**src/rtl/eth_rx_filt_pkg.sv**
```systemverilog
package eth_rx_filt_pkg;
    localparam int unsigned OCTET_W     = 8;
    localparam int unsigned DA_OCTETS   = 6;
    localparam int unsigned HASH_BITS   = 64;
    localparam int unsigned HASH_IDX_W  = $clog2(HASH_BITS);
    localparam int unsigned FCS_W       = 32;
    localparam logic [FCS_W-1:0] FCS_POLY_REFL = 32'hEDB88320;
    localparam logic [FCS_W-1:0] FCS_SEED      = '1;

    typedef struct packed {
        logic station_eq;
        logic all_ones;
        logic group_bit;
    } octet_flags_t;
endpackage

```
**src/rtl/fcs_octet_step.sv**
```systemverilog
module fcs_octet_step #(
    parameter int unsigned CRC_W  = 32,
    parameter int unsigned DATA_W = 8,
    parameter logic [CRC_W-1:0] POLY = 32'hEDB88320
) (
    input  logic [CRC_W-1:0]  crc_in,
    input  logic [DATA_W-1:0] data_in,
    output logic [CRC_W-1:0]  crc_out
);
    logic [CRC_W-1:0] stage [DATA_W+1];

    assign stage[0] = crc_in;

    for (genvar b = 0; b < DATA_W; b++) begin : g_bit
        logic fb;
        assign fb = stage[b][0] ^ data_in[b];
        assign stage[b+1] = (stage[b] >> 1) ^ (fb ? POLY : '0);
    end

    assign crc_out = stage[DATA_W];
endmodule

```
**src/rtl/da_octet_check.sv**
```systemverilog
module da_octet_check
    import eth_rx_filt_pkg::*;
#(
    parameter int unsigned N_OCTETS = 6,
    parameter int unsigned O_W      = 8,
    parameter int unsigned IDX_W    = $clog2(N_OCTETS + 1)
) (
    input  logic [O_W-1:0]          octet,
    input  logic [IDX_W-1:0]        idx,
    input  logic [N_OCTETS*O_W-1:0] station_addr,
    output octet_flags_t            flags
);
    logic [O_W-1:0] station_sel;

    always_comb begin
        station_sel = '0;
        for (int i = 0; i < N_OCTETS; i++) begin
            if (idx == IDX_W'(i)) station_sel = station_addr[i*O_W +: O_W];
        end
    end

    assign flags.station_eq = (octet == station_sel);
    assign flags.all_ones   = &octet;
    assign flags.group_bit  = octet[0];
endmodule

```
**src/rtl/eth_rx_addr_filter.sv**
```systemverilog
module eth_rx_addr_filter
    import eth_rx_filt_pkg::*;
#(
    parameter int unsigned N_OCTETS = DA_OCTETS,
    parameter int unsigned O_W      = OCTET_W,
    parameter int unsigned TBL_BITS = HASH_BITS
) (
    input  logic                    clk,
    input  logic                    rst_n,
    input  logic                    frame_start,
    input  logic                    byte_valid,
    input  logic [O_W-1:0]          byte_data,
    input  logic [N_OCTETS*O_W-1:0] station_addr,
    input  logic [TBL_BITS-1:0]     mcast_hash,
    input  logic                    promisc_en,
    input  logic                    all_mcast_en,
    output logic                    decision_valid,
    output logic                    accept
);
    localparam int unsigned CNT_W = $clog2(N_OCTETS + 1);
    localparam int unsigned TIX_W = $clog2(TBL_BITS);
    localparam logic [CNT_W-1:0] LAST_IDX = CNT_W'(N_OCTETS - 1);
    localparam logic [CNT_W-1:0] FULL_CNT = CNT_W'(N_OCTETS);

    typedef struct packed {
        logic [CNT_W-1:0] cnt;
        logic [FCS_W-1:0] crc;
        logic             ind_ok;
        logic             bc_ok;
        logic             grp;
        logic             eval;
        logic             dvalid;
        logic             acc;
    } filt_state_t;

    filt_state_t st_d, st_q;
    logic [FCS_W-1:0] crc_next;
    octet_flags_t     oflags;
    logic             take;
    logic [TIX_W-1:0] tix;
    logic             verdict;

    fcs_octet_step #(
        .CRC_W (FCS_W),
        .DATA_W(O_W),
        .POLY  (FCS_POLY_REFL)
    ) crc_i (
        .crc_in (st_q.crc),
        .data_in(byte_data),
        .crc_out(crc_next)
    );

    da_octet_check #(
        .N_OCTETS(N_OCTETS),
        .O_W     (O_W),
        .IDX_W   (CNT_W)
    ) chk_i (
        .octet       (byte_data),
        .idx         (st_q.cnt),
        .station_addr(station_addr),
        .flags       (oflags)
    );

    assign take = byte_valid && !frame_start && (st_q.cnt < FULL_CNT);
    assign tix  = st_q.crc[TIX_W-1:0];

    always_comb begin
        verdict = promisc_en || st_q.bc_ok || st_q.ind_ok ||
                  (st_q.grp && (all_mcast_en || mcast_hash[tix]));

        st_d      = st_q;
        st_d.eval = 1'b0;
        if (take) begin
            st_d.cnt    = st_q.cnt + 1'b1;
            st_d.crc    = crc_next;
            st_d.ind_ok = st_q.ind_ok & oflags.station_eq;
            st_d.bc_ok  = st_q.bc_ok & oflags.all_ones;
            if (st_q.cnt == '0) st_d.grp = oflags.group_bit;
            st_d.eval   = (st_q.cnt == LAST_IDX);
        end
        if (st_q.eval) begin
            st_d.dvalid = 1'b1;
            st_d.acc    = verdict;
        end
        if (frame_start) begin
            st_d.cnt    = '0;
            st_d.crc    = FCS_SEED;
            st_d.ind_ok = 1'b1;
            st_d.bc_ok  = 1'b1;
            st_d.grp    = 1'b0;
            st_d.eval   = 1'b0;
            st_d.dvalid = 1'b0;
            st_d.acc    = 1'b0;
        end
    end

    always_ff @(posedge clk) begin
        if (!rst_n) begin
            st_q.cnt    <= '0;
            st_q.crc    <= FCS_SEED;
            st_q.ind_ok <= 1'b1;
            st_q.bc_ok  <= 1'b1;
            st_q.grp    <= 1'b0;
            st_q.eval   <= 1'b0;
            st_q.dvalid <= 1'b0;
            st_q.acc    <= 1'b0;
        end else begin
            st_q <= st_d;
        end
    end

    assign decision_valid = st_q.dvalid;
    assign accept         = st_q.acc;

    // the byte counter never passes the address length
    a_r10_cnt_bound: assert property (@(posedge clk) disable iff (!rst_n)
        st_q.cnt <= FULL_CNT);

    // a verdict, once given, is held until the next frame start
    a_r9_hold: assert property (@(posedge clk) disable iff (!rst_n)
        decision_valid && !frame_start |=> decision_valid && $stable(accept));

    // a frame start withdraws the verdict
    a_r11_start_clears: assert property (@(posedge clk) disable iff (!rst_n)
        frame_start |=> !decision_valid && !accept);

    // a broadcast destination is kept
    a_r3_bcast: assert property (@(posedge clk) disable iff (!rst_n)
        $rose(decision_valid) && $past(st_q.bc_ok) |-> accept);

    // a station address match is kept
    a_r4_station: assert property (@(posedge clk) disable iff (!rst_n)
        $rose(decision_valid) && $past(st_q.ind_ok) |-> accept);

    // group address with accept-every-group set is kept
    a_r5_all_grp: assert property (@(posedge clk) disable iff (!rst_n)
        $rose(decision_valid) && $past(st_q.grp && all_mcast_en) |-> accept);

    // promiscuous mode keeps everything
    a_r7_promisc: assert property (@(posedge clk) disable iff (!rst_n)
        $rose(decision_valid) && $past(promisc_en) |-> accept);
endmodule

```
**config.mk**
```make
export PLATFORM = sky130hd
export DESIGN_NAME = eth_rx_addr_filter
export DESIGN_NICKNAME = d
export VERILOG_FILES = /design/src/rtl/eth_rx_filt_pkg.sv /design/src/rtl/fcs_octet_step.sv /design/src/rtl/da_octet_check.sv /design/src/rtl/eth_rx_addr_filter.sv
export SDC_FILE = /design/constraint.sdc
export NUM_CORES = 1
export LEC_CHECK = 0
export BUFFER_PORTS_ARGS = -buffer_cell sky130_fd_sc_hd__buf_2
export CORE_MARGIN = 2
export CORE_UTILIZATION = 40
export CTS_BUF_LIST = sky130_fd_sc_hd__clkbuf_4 sky130_fd_sc_hd__clkbuf_8 sky130_fd_sc_hd__clkbuf_16
export DETAILED_ROUTE_END_ITERATION = 8
export PLACE_DENSITY = 0.76
export SLEW_MARGIN = 20
export SYNTH_ARGS = -nofsm -noshare
export SYNTH_HDL_FRONTEND = slang
export SYNTH_HIERARCHICAL = 1
export SYNTH_SLANG_ARGS = --single-unit
```
**constraint.sdc**
```tcl
create_clock -name clk -period 6.1 [get_ports clk]
set_input_delay 0.61 -clock clk [delete_from_list [all_inputs] [get_ports clk]]
set_output_delay 0.61 -clock clk [all_outputs]
set_load 0.01 [all_outputs]
```
**Word-level counts from Yosys, hierarchy flattened**

Index checks and enable logic that the tools add are counted.

- Register bits after elaboration: 41
- Word-level logic and storage cells: 66
- Bits of input ports: 126
- Output and inout port bits: 2

- Bitwise operators: 20
- Add/sub/neg operators: 1
- Eq/ne operators: 6
- Order comparisons: 2
- Reduce and logical (&&, ||, !) cells: 13
- Muxes and demuxes: 16

Operators by type and width:

| operator | number |
|---|---|
| $mux W32 | 8 |
| $xor A31 B32 Y32 | 8 |
| $mux W8 | 6 |
| $eq A8 B8 Y1 | 1 |
| $reduce_and A8 Y1 | 1 |
| $xor A1 B1 Y1 | 8 |
| $lt A6 B7 Y1 const B | 1 |
| $bmux W1 S6 | 1 |
| $eq A3 B2 Y1 const B | 2 |
| $eq A3 B3 Y1 const B | 2 |
| $logic_or A1 B1 Y1 | 4 |
| $add A3 B1 Y3 const B | 1 |
| $eq A3 B1 Y1 const B | 1 |
| $logic_and A1 B1 Y1 | 3 |
| $logic_not A3 Y1 | 1 |
| $lt A3 B3 Y1 const B | 1 |
| $reduce_or A3 Y1 | 1 |
| $and A1 B1 Y1 | 2 |
| $not A1 Y1 | 2 |
| $reduce_and A2 Y1 | 1 |
| $reduce_or A2 Y1 | 1 |
| $logic_not A1 Y1 | 1 |
| $mux W1 | 1 |

**Logic depth before layout (Yosys ltp)**

Gate-level depths: netlist of the first run.

- Depth in word-level cells: 24
- Mapped depth: 10
- Mapped depth without buffers: 8

**Cells and area by module**

The synthesis of the first run kept the hierarchy.

By module, submodules not included:

| module | area each (sq um) | seq. area each (sq um) | cells each | times used |
|---|---|---|---|---|
| eth_rx_addr_filter | 2031.9 | 820.8 | 214 | 1 |
| fcs_octet_step | 977.2 | 0.0 | 67 | 1 |
| da_octet_check | 614.3 | 0.0 | 71 | 1 |

**Worst setup path after synthesis of the first run**

Ideal clock, no wire load.

- Path kind: register to register
- Start point: register st_q[6] (netlist bit)
- End point: register st_q (netlist bit accept)
- Arrival: 2.250 ns
- Required time: 5.972 ns
- Library setup time: 0.128 ns
- Cell stages (with the launch flop): 8
- Clock period less this slack: 2.378 ns
- Buffers on the path: 2
- Slack: 3.722 ns
- Cells stage by stage: dfxtp_1 -> buf_6 -> buf_8 -> mux4_2 -> mux4_2 -> mux2_4 -> a221oi_2 -> a211oi_1

- Word-level cells in the longest chain between the ends: 5

Ends and longest elaborated chain:

| element | line | text |
|---|---|---|
| start: declaration | eth_rx_addr_filter.sv:36 | `filt_state_t st_d, st_q;` |
| start signal: assignment | eth_rx_addr_filter.sv:108 | `st_q <= st_d;` |
| $bmux W1 S6 | eth_rx_addr_filter.sv:69 | `(st_q.grp && (all_mcast_en \|\| mcast_hash[tix]));` |
| $mux W1 (not written as such) | eth_rx_addr_filter.sv:69 |  |
| $logic_or A1 B1 Y1 | eth_rx_addr_filter.sv:69 |  |
| $logic_and A1 B1 Y1 | eth_rx_addr_filter.sv:69 |  |
| $logic_or A1 B1 Y1 | eth_rx_addr_filter.sv:68 | `verdict = promisc_en \|\| st_q.bc_ok \|\| st_q.ind_ok \|\|` |

No other way between the ends. The select of a mux whose other input is x is not followed.
A chain may end at the register's enable or synchronous reset.

==> results of run 1 <==
-- layout by cell type (no fill, tap or decap), types with 3 or more instances in the layout --
cell,n
nand2_1,69
nand4_1,3
xnor2_4,6
nand2b_1,6
a31oi_1,4
ha_1,3
buf_2,127
mux4_1,10
mux2_2,3
xor2_1,14
nand3b_1,4
xnor3_1,8
inv_1,6
mux2i_1,11
clkbuf_8,5
dfxtp_1,40
mux4_2,15
nor2_1,17
xor3_4,4
nand3_1,35
o21ai_0,4
xnor2_1,36
-- sequential cells by signal (all words and copies together) (netlist names) --
register        flops
accept              1
st_q               39
decision_valid      1
-- metrics by stage --
stage,utilization (%),setup slack [ns],std cells,instance area [sq um]
after floorplan,-,3.722,352,3623
after global routing,50.20,3.252,574,4399
final,50.20,3.459,574,4399
after global placement,49.00,3.245,567,4294
after CTS,50.19,3.157,574,4398
after detailed placement,49.00,3.171,567,4294
-- cell families (layout without fill, tap and decap cells) --
logic type | count (synthesis) | in the layout | share of synthesized area [%]
muxes | 40 | 40 | 20.96
adders and majority gates | 3 | 3 | 1.036
xor gates and xnor gates | 76 | 76 | 29.32
AOI/OAI and AO/OA | 22 | 22 | 4.489
DFF | 41 | 41 | 22.65
buffers and inverters | 28 | 142 | 3.971
and+or+nand+nor | 142 | 142 | 17.58
-- cells in the mapped netlist, types with 2 or more instances --
master    count
nand2_1      69
dfxtp_1      41
xnor2_1      36
nand3_1      35
nor2_1       17
mux4_2       15
xor2_1       14
clkbuf_1     11
mux2i_1      11
mux4_1       10
xnor3_1       8
inv_1         6
nand2b_1      6
xnor2_4       6
a31oi_1       4
buf_2         4
nand3b_1      4
o21ai_0       4
xor3_4        4
ha_1          3
mux2_2        3
nand4_1       3
a211oi_1      2
a21oi_1       2
a22oi_1       2
and3_1        2
buf_1         2
buf_4         2
buf_6         2
nor2b_1       2
o211ai_1      2
xnor2_2       2
xnor3_2       2
xor3_1        2
-- layer usage --
layer | track usage, % | wire [microns]
met2 | 30.30 | 4393
met5 | 0 | 0
met4 | 7.060 | 169
met1 | 21.63 | 3491
met3 | 3.584 | 741
-- worst max path at each step --
stage                                end                   from  cells after the start  slack (ns)
finish              st_q[5]$_SDFFE_PP1P_  st_q[38]$_SDFFE_PP0P_                      8        3.46
floorplan            accept$_SDFFE_PP0P_   st_q[6]$_SDFFE_PP1P_                      7        3.72
global placement     accept$_SDFFE_PP0P_   st_q[6]$_SDFFE_PP1P_                      5        3.24
global route        st_q[5]$_SDFFE_PP1P_  st_q[38]$_SDFFE_PP0P_                      8        3.25
detailed placement   accept$_SDFFE_PP0P_   st_q[6]$_SDFFE_PP1P_                      5        3.17
CTS                  accept$_SDFFE_PP0P_   st_q[6]$_SDFFE_PP1P_                      5        3.16
-- cell type report --
| type | instances | area share, % |
|---|---|---|
| timing repair buffer | 129 | 14.79 |
| clock buffer | 5 | 1.564 |
| tap | 108 | 3.072 |
| inverter | 6 | 0.5119 |
| clock inverter | 2 | 0.7964 |
| multi-input combinational | 283 | 60.58 |
| sequential | 41 | 18.69 |
-- power breakdown --
group	internal (W)	total, W	switching [W]
logic	0.000255	0.000423	0.000168
registers	0.000285	0.000312	0.0000263
clock network	0.000119	0.000214	0.0000950
total	0.000659	0.000949	0.000289
-- worst max-delay path: cells and delay by family, from the launching register on --
kind | cells | cell delay (ns)
XOR/XNOR | 1 | 0.15
AND/OR/NAND/NOR | 3 | 0.29
flip-flops | 1 | 0.99
multiplexers | 1 | 0.67
AO/OA/AOI/OAI | 3 | 0.41
==> key figures, run 1 <==
STA
  • TNS Setup: 0 ns
  • Rel. slew slack: approximately 33%
  • Worst Max-Slew Pin Slew: 1.001 ns
  • Hold Vio Cnt, Final: 0
  • Fmax: about 380 MHz
  • Setup Skew: 0.007596 ns
  • Final setup violation count: 0
  • Smallest hold slack: ~0.47 ns
  • Final Slew Violations: 0
  • RSZ-0062 raised after global routing: no
  • Minimum clock period: 2.641 ns
  • Fin crit share: 43.29%

Synth
  • Register bit total from synthesis: 41
  • Synth area leader: dfxtp_1
  • Top cells by area, synth: dfxtp_1 (23%), mux4_2 (9.3%), xnor2_1 (8.7%)
  • Synth top area share: between 20% and 30%
  • Syn_nets: 481
  • Seq/Total Area, Yosys: around 23%
  • Ys flop type: dfxtp_1
  • Syn Std Cell Area: between 0.003 and 0.004 sq mm
  • Number of flops mapped to enable cells by yosys: 0
  • Synth cell types: 48
  • Synth Warn #: 6
  • Synthesized netlist cell count: between 300 and 400
  • Ys async rst share: 0%
  • Syn avg cell area: between 10 and 15 sq um

Finish
  • Reg area: 822.0 sq um
  • Multi-input logic area: 0.002665 sq mm
  • Diodes inserted: 0
  • Final net count: 595
  • Syn-to-layout area delta: 21.41%
  • Fillcell total: 784
  • Layout cells sized above 1: 38.20%

Setup path
  • Critical path fanouts, max: 24
  • RR Startpoint: st_q[38]$_SDFFE_PP0P_
  • FF-to-FF setup slack: 3.46 ns
  • WS Path Type: flop to flop
  • CP required: roughly 6.3 ns
  • Worst-path cell chain: mux4_1, xor2_1, nor2_1, a31oi_1, a211oi_1, and3_1, o21ai_0, nand2_1
  • Reg-to-Reg End: st_q[5]$_SDFFE_PP1P_
  • Critical Path AT: 2.82 ns
  • Slowest cell on crit path: dfxtp_1
  • CP endpoint kind: flop
  • Worst path max stage delay: 0.99 ns
  • Reg2Reg Depth: 8
  • Critical Path Start Type: flop

Die
  • I/O pin count: 128
  • Core box area: 0.008763 sq mm
  • Die area: 0.009836 sq mm
  • Die Y: 99.18 microns
  • Die X: 99.18 microns
  • Std cell rows: 34
  • Initial Util: 41.35%

Clock network
  • Clock sinks: 41
  • Skew-Pair Late Insertion Delay: 0.30 ns
  • Clock buffer count from CTS: 5
  • Max clock buf depth: 2
  • CTS H-tree depth: 2
  • Clock root cell: clkbuf_8
  • Clk slew on worst S/H paths: 0.08 ns
  • Setup Fix Bufs, Post-CTS: 0
  • CTS tree: yes
  • Post-cts resize count: 0
  • CTS Hold Bufs: 0

Pwr
  • Tot Pwr: 0.0009485 W
  • Leakage: around 2.0 nW
  • Power per Cell Area: 215.6 mW/mm^2
  • Peak supply drop: 0.0001028 V

Routing
  • Vias: 3036
  • Drt total wl: 8795 microns
  • First drt pass iteration count: 4
  • DRT antenna net count: 0
  • DRC violations left: 0
  • Routed len/inst: 15.32 microns
  • Vias/cell: ~5.3
  • DRT iter0 DRCs: around 150

Status
  • Outcome: finished, final reports clean

GRT
  • Vias in the first global route: 2922
  • Initial antenna violation count: 0
  • Largest net degree at the start of global routing: 38
  • First-pass GRT wire length: 13980 microns
  • Total GRT Usage: 17.61%
  • Total gr overflow: 0

Placed design
  • Port-buffer cells: 127
  • GP Congestion: 0.8472
  • Hpwl dp: 6906 microns

Worst hold path
  • Hold path depth: 2
  • Min-Delay Startpoint: decision_valid$_SDFFE_PP0P_
  • Type of the most critical hold path: flop to flop
  • WHS Endpoint: decision_valid$_SDFFE_PP0P_

Flow run
  • MaxCap Viol Count: 0
(Power assumes the default switching activity.)
==> run 2, diff against run 1 <==
==> constraint.sdc (replaced) <==
create_clock -name clk -period 2.45 [get_ports clk]
set_input_delay 0.245 -clock clk [delete_from_list [all_inputs] [get_ports clk]]
set_output_delay 0.245 -clock clk [all_outputs]
set_load 0.01 [all_outputs]
==> key figures, run 2 (synthesized netlist as in run 1, its figures left out) <==
STA
  • Worst Max-Slew Pin Slew: 0.7096 ns
  • Final setup violation count: 0
  • Fmax: 442.5 MHz
  • Hold Vio Cnt, Final: 0
  • Minimum clock period: 2.260 ns
  • Final Slew Violations: 0
  • Rel. slew slack: 52.35%
  • TNS Setup: 0 ns
  • Setup Skew: 0.01026 ns
  • Fin crit share: 92.24%
  • RSZ-0062 raised after global routing: no

Setup path
  • CP most frequent cell: mux4_2
  • CP required: 2.62 ns
  • Critical path fanouts, max: 10
  • Slowest cell on crit path: mux4_2
  • Worst path max stage delay: 0.51 ns
  • Critical Path AT: 2.43 ns
  • WS Path Type: flop to flop
  • Worst-path cell chain: buf_12, mux4_2, mux4_2, mux2_4, a221oi_2, a211oi_1
  • Bufs and invs on worst path: 1
  • Critical path's top delay family: multiplexers
  • Reg2Reg Depth: 6
  • Critical Path Start Type: flop
  • Critical path depth: 6
  • CP endpoint kind: flop

Routing
  • Drt total wl: 9380 microns
  • Vias: between 3000 and 4000
  • First drt pass iteration count: 4
  • DRC violations left: 0
  • DRT antenna net count: 0
  • Routed len/inst: 15.93 microns
  • Routed wl met2: approximately 4800 microns
  • DRT iter0 DRCs: about 130
  • DR top layer: met4
  • Met3 routed WL: 550 microns
  • Met1 Wirelength: 3842 microns
  • Vias/cell: approximately 5.3

Die
  • Core box area: 0.008763 sq mm
  • Die Y: 99.18 microns
  • I/O pin count: around 130
  • Die area: 0.009836 sq mm
  • Initial Util: about two fifths
  • Std cell rows: 34
  • Die X: 99.18 microns

Pwr
  • Leakage: 2.131 nW
  • Power per Cell Area: 554.1 mW/mm^2
  • Peak supply drop: 0.0002742 V
  • Tot Pwr: about 0.0025 W

Finish
  • Most frequent cells in the layout: buf_2 (127), nand2_1 (69), dfxtp_1 (41)
  • Commonest non-fill, non-tap cell in the layout: buf_2
  • Diodes inserted: 0
  • Largest register FFs: 39
  • Largest Register: st_q
  • Layout cells sized above 1: between 30% and 40%
  • Fillcell total: approximately 800
  • Final net count: 609
  • Syn-to-layout area delta: 25.45%

Clock network
  • Setup Fix Bufs, Post-CTS: 0
  • Clock root cell: clkbuf_8
  • Skew-Pair Late Insertion Delay: 0.31 ns
  • Clk slew on worst S/H paths: 0.09 ns
  • Clock buffer count from CTS: 5
  • CTS tree: yes
  • Max clock buf depth: 2
  • Post-cts resize count: 0
  • Clock sinks: 41
  • CTS Hold Bufs: 0
  • CTS H-tree depth: 2

Status
  • Outcome: finished, final reports clean

Worst hold path
  • Hold path depth: 2
  • Type of the most critical hold path: input pin to flop

GRT
  • Total gr overflow: 0
  • Initial antenna violation count: 0
  • Vias in the first global route: 3146
  • First-pass GRT wire length: 15100 microns
  • Total GRT Usage: 19.22%
  • Largest net degree at the start of global routing: 38

Placed design
  • Port-buffer cells: 127
  • GP Congestion: approximately 0.9
  • Hpwl dp: between 7000 and 8000 microns

Flow run
  • MaxCap Viol Count: 0
-- run 2: cell types whose count changed in the layout (fill, tap and decap cells not counted), sizes merged --
cell	change
bufinv	+1
buf	+14
-- run 2: area by class of cell --
class / instances / area (sq um) / area share (%)
well taps: 108 / 135.1 / 2.973
flip-flops and latches: 41 / 820.8 / 18.06
clock inverters: 3 / 65.06 / 1.431
clock buffers: 5 / 68.82 / 1.514
inverters: 6 / 22.52 / 0.4955
multi-input cells: 283 / 2665 / 58.63
repair buffers: 143 / 768.2 / 16.90
-- run 2: layer usage --
layer	global-route usage [%]	up-vias
met5	0	-
met4	6.322	0
met3	3.303	15
met2	35.19	100
met1	22.75	1485
li1	-	1503
-- run 2: worst reg2reg max path: stages, from the launching register on --
cell      delay, ns
dfxtp_1        0.38
buf_12         0.16
mux4_2         0.51
mux4_2         0.48
mux2_4         0.29
a221oi_2       0.25
a211oi_1       0.06
-- run 2: stage by stage --
step                hold WS [ns]  worst slack [ns]  cells  instance area, sq um  util (%)
CTS                       0.2462            0.1714    589                  4546     51.87
finish                    0.2504            0.1900    589                  4546     51.87
global placement          0.4509            0.2163    581                  4412     50.34
detailed placement        0.4591            0.1850    581                  4412     50.34
floorplan                 0.4304           0.07221    352                  3623         -
global route              0.2450           0.03158    589                  4546     51.87
-- run 2: final timing paths --
kind	startpoint	slack, ns	to
setup / recovery	st_q[6]$_SDFFE_PP1P_	0.19	accept$_SDFFE_PP0P_
hold / removal	byte_valid	0.25	st_q[39]$_SDFFE_PP0P_
setup reg to reg	st_q[6]$_SDFFE_PP1P_	0.19	accept$_SDFFE_PP0P_
hold reg to reg	decision_valid$_SDFFE_PP0P_	0.48	decision_valid$_SDFFE_PP0P_
-- run 2: where the power goes --
part / switching (W) / internal, W / leakage, nW
Clock: 0.000251 / 0.000405 / 0.0681
Sequential: 0.0000439 / 0.000710 / 0.336
Combinational: 0.000452 / 0.000657 / 1.73
Total: 0.000747 / 0.00177 / 2.13
==> run 3, diff against run 2 <==
--- a/config.mk
+++ b/config.mk
@@ -10,7 +10,9 @@
 export CORE_UTILIZATION = 40
 export CTS_BUF_LIST = sky130_fd_sc_hd__clkbuf_4 sky130_fd_sc_hd__clkbuf_8 sky130_fd_sc_hd__clkbuf_16
 export DETAILED_ROUTE_END_ITERATION = 8
+export MAX_ROUTING_LAYER = met4
 export PLACE_DENSITY = 0.76
+export SKIP_LAST_GASP = 1
 export SLEW_MARGIN = 20
 export SYNTH_ARGS = -nofsm -noshare
 export SYNTH_HDL_FRONTEND = slang
==> key figures, run 3 (synthesized netlist as in run 1, its figures left out) <==
Setup path
  • CP required: 2.63 ns
  • Critical Path Start Type: flop
  • Critical Path AT: about 2.5 ns
  • WS Path Type: flop to flop
  • Bufs and invs on worst path: 1
  • Critical path's top delay family: multiplexers
  • Worst-path cell chain: buf_12, mux4_1, mux4_2, mux2_4, a221oi_2, a211oi_1
  • Critical path fanouts, max: 10
  • Slowest cell on crit path: mux4_1
  • CP endpoint kind: flop
  • Worst path max stage delay: 0.56 ns

Pwr
  • Clock group share of total power: roughly 23%
  • Power per Cell Area: 535.3 mW/mm^2
  • Reg power frac: between 30% and 40%
  • Peak supply drop: approximately 0.00022 V
  • Int Pwr: 0.001685 W
  • Sw Share: 30.47%
  • NetSw: about 0.00074 W
  • Tot Pwr: 0.002423 W
  • Combinational cell fraction of total power: 45.6%
  • Leakage: 2.122 nW

STA
  • Final setup violation count: 0
  • RSZ-0062 raised after global routing: no
  • Fin crit share: 92.84%
  • Setup Skew: approximately 0.011 ns
  • Rel. slew slack: 55.41%
  • Fmax: 439.7 MHz
  • Final Slew Violations: 0
  • Hold Vio Cnt, Final: 0
  • TNS Setup: 0 ns
  • Minimum clock period: 2.274 ns
  • Worst Max-Slew Pin Slew: ~0.67 ns

Finish
  • Commonest non-fill, non-tap cell in the layout: buf_2
  • Fillcell total: slightly above 800
  • Largest Register: st_q
  • Most frequent cells in the layout: buf_2 (127), nand2_1 (69), dfxtp_1 (41)
  • Final net count: between 600 and 700
  • Layout cells sized above 1: 39.92%
  • Diodes inserted: 0
  • Largest register FFs: 39
  • Syn-to-layout area delta: 24.93%

Routing
  • DRT antenna net count: 0
  • First drt pass iteration count: 4
  • DRT iter0 DRCs: 204
  • DRC violations left: 0
  • Vias: 3105
  • Routed len/inst: 15.67 microns
  • Vias/cell: approximately 5.3
  • Drt total wl: 9232 microns

Clock network
  • Setup Fix Bufs, Post-CTS: 0
  • Max clock buf depth: 2
  • Clock buffer count from CTS: 5
  • CTS H-tree depth: 2
  • Post-cts resize count: 0
  • CTS Hold Bufs: 0
  • Clk slew on worst S/H paths: 0.09 ns
  • Clock sinks: 41
  • Skew-Pair Late Insertion Delay: 0.30 ns
  • CTS tree: yes
  • Clock root cell: clkbuf_8

GRT
  • First-pass GRT wire length: 14990 microns
  • Largest net degree at the start of global routing: 38
  • Total gr overflow: 0
  • Total GRT Usage: roughly a fifth
  • Vias in the first global route: between 3000 and 4000
  • Initial antenna violation count: 0

Worst hold path
  • Type of the most critical hold path: input pin to flop

Placed design
  • Port-buffer cells: 127
  • GP Congestion: 0.9146
  • Hpwl dp: 7356 microns

Die
  • Die Y: 99.18 microns
  • I/O pin count: 128
  • Die X: between 90 and 100 microns
  • Core box area: 0.008763 sq mm
  • Die area: approximately 0.0098 sq mm
  • Initial Util: 41.35%
  • Std cell rows: 34

Flow run
  • MaxCap Viol Count: 0

Status
  • Outcome: finished, final reports clean
## run 3: changes by cell type in the layout (fill, tap and decap cells not counted), sizes merged
cell / previous run / this run
clkbuf: 5 / 6
bufinv: 2 / 1
## run 3: through the flow
stage | instances | worst slack (ns) | hold WS, ns | instance area (sq um) | util [%]
after floorplan | 352 | 0.07221 | 0.4304 | 3623 | -
after global placement | 581 | 0.2181 | 0.4522 | 4412 | 50.34
after detailed placement | 581 | 0.1791 | 0.4645 | 4412 | 50.34
after CTS | 589 | 0.1662 | 0.2341 | 4527 | 51.66
after global routing | 589 | 0.08161 | 0.2571 | 4527 | 51.66
final | 589 | 0.1755 | 0.2360 | 4527 | 51.66
## run 3: power by group through the flow
stage,clock network [W],logic (W),registers [W]
after floorplan,0,0.000859,0.000760
after detailed placement,0,0.00110,0.000771
after global routing,0.000604,0.00121,0.000761
after CTS,0.000575,0.00112,0.000755
after global placement,0,0.00109,0.000767
final,0.000563,0.00111,0.000755
## run 3: layout make-up
class | instances | area, sq um | share of cell area, %
multi-input combinational | 283 | 2665 | 58.87
clock inverter | 2 | 38.79 | 0.8568
sequential | 41 | 820.8 | 18.13
timing repair buffer | 143 | 768.2 | 16.97
clock buffer | 6 | 76.32 | 1.686
inverter | 6 | 22.52 | 0.4975
tap | 108 | 135.1 | 2.985
## run 3: worst paths after layout
kind | from | end | slack [ns] | cells past startpoint
max reg2reg | st_q[6]$_SDFFE_PP1P_ | accept$_SDFFE_PP0P_ | 0.18 | 6
min | byte_valid | st_q[39]$_SDFFE_PP0P_ | 0.24 | 2
max | st_q[6]$_SDFFE_PP1P_ | accept$_SDFFE_PP0P_ | 0.18 | 6
min reg2reg | st_q[19]$_SDFFE_PP1P_ | st_q[19]$_SDFFE_PP1P_ | 0.48 | 2
## run 3: worst register-to-register path, cell delays in order (launching register included)
cell,delay [ns]
dfxtp_1,0.38
buf_12,0.16
mux4_1,0.56
mux4_2,0.46
mux2_4,0.27
a221oi_2,0.26
a211oi_1,0.06
## run 3: routing by layer
| metal | track usage (%) | part of all wire [%] | vias up |
|---|---|---|---|
| li1 | - | - | 1502 |
| met1 | 22.37 | 42 | 1483 |
| met2 | 34.51 | 50 | 107 |
| met3 | 3.443 | 6.2 | 13 |
| met4 | 5.058 | 1.8 | 0 |
| met5 | - | 0 | - |
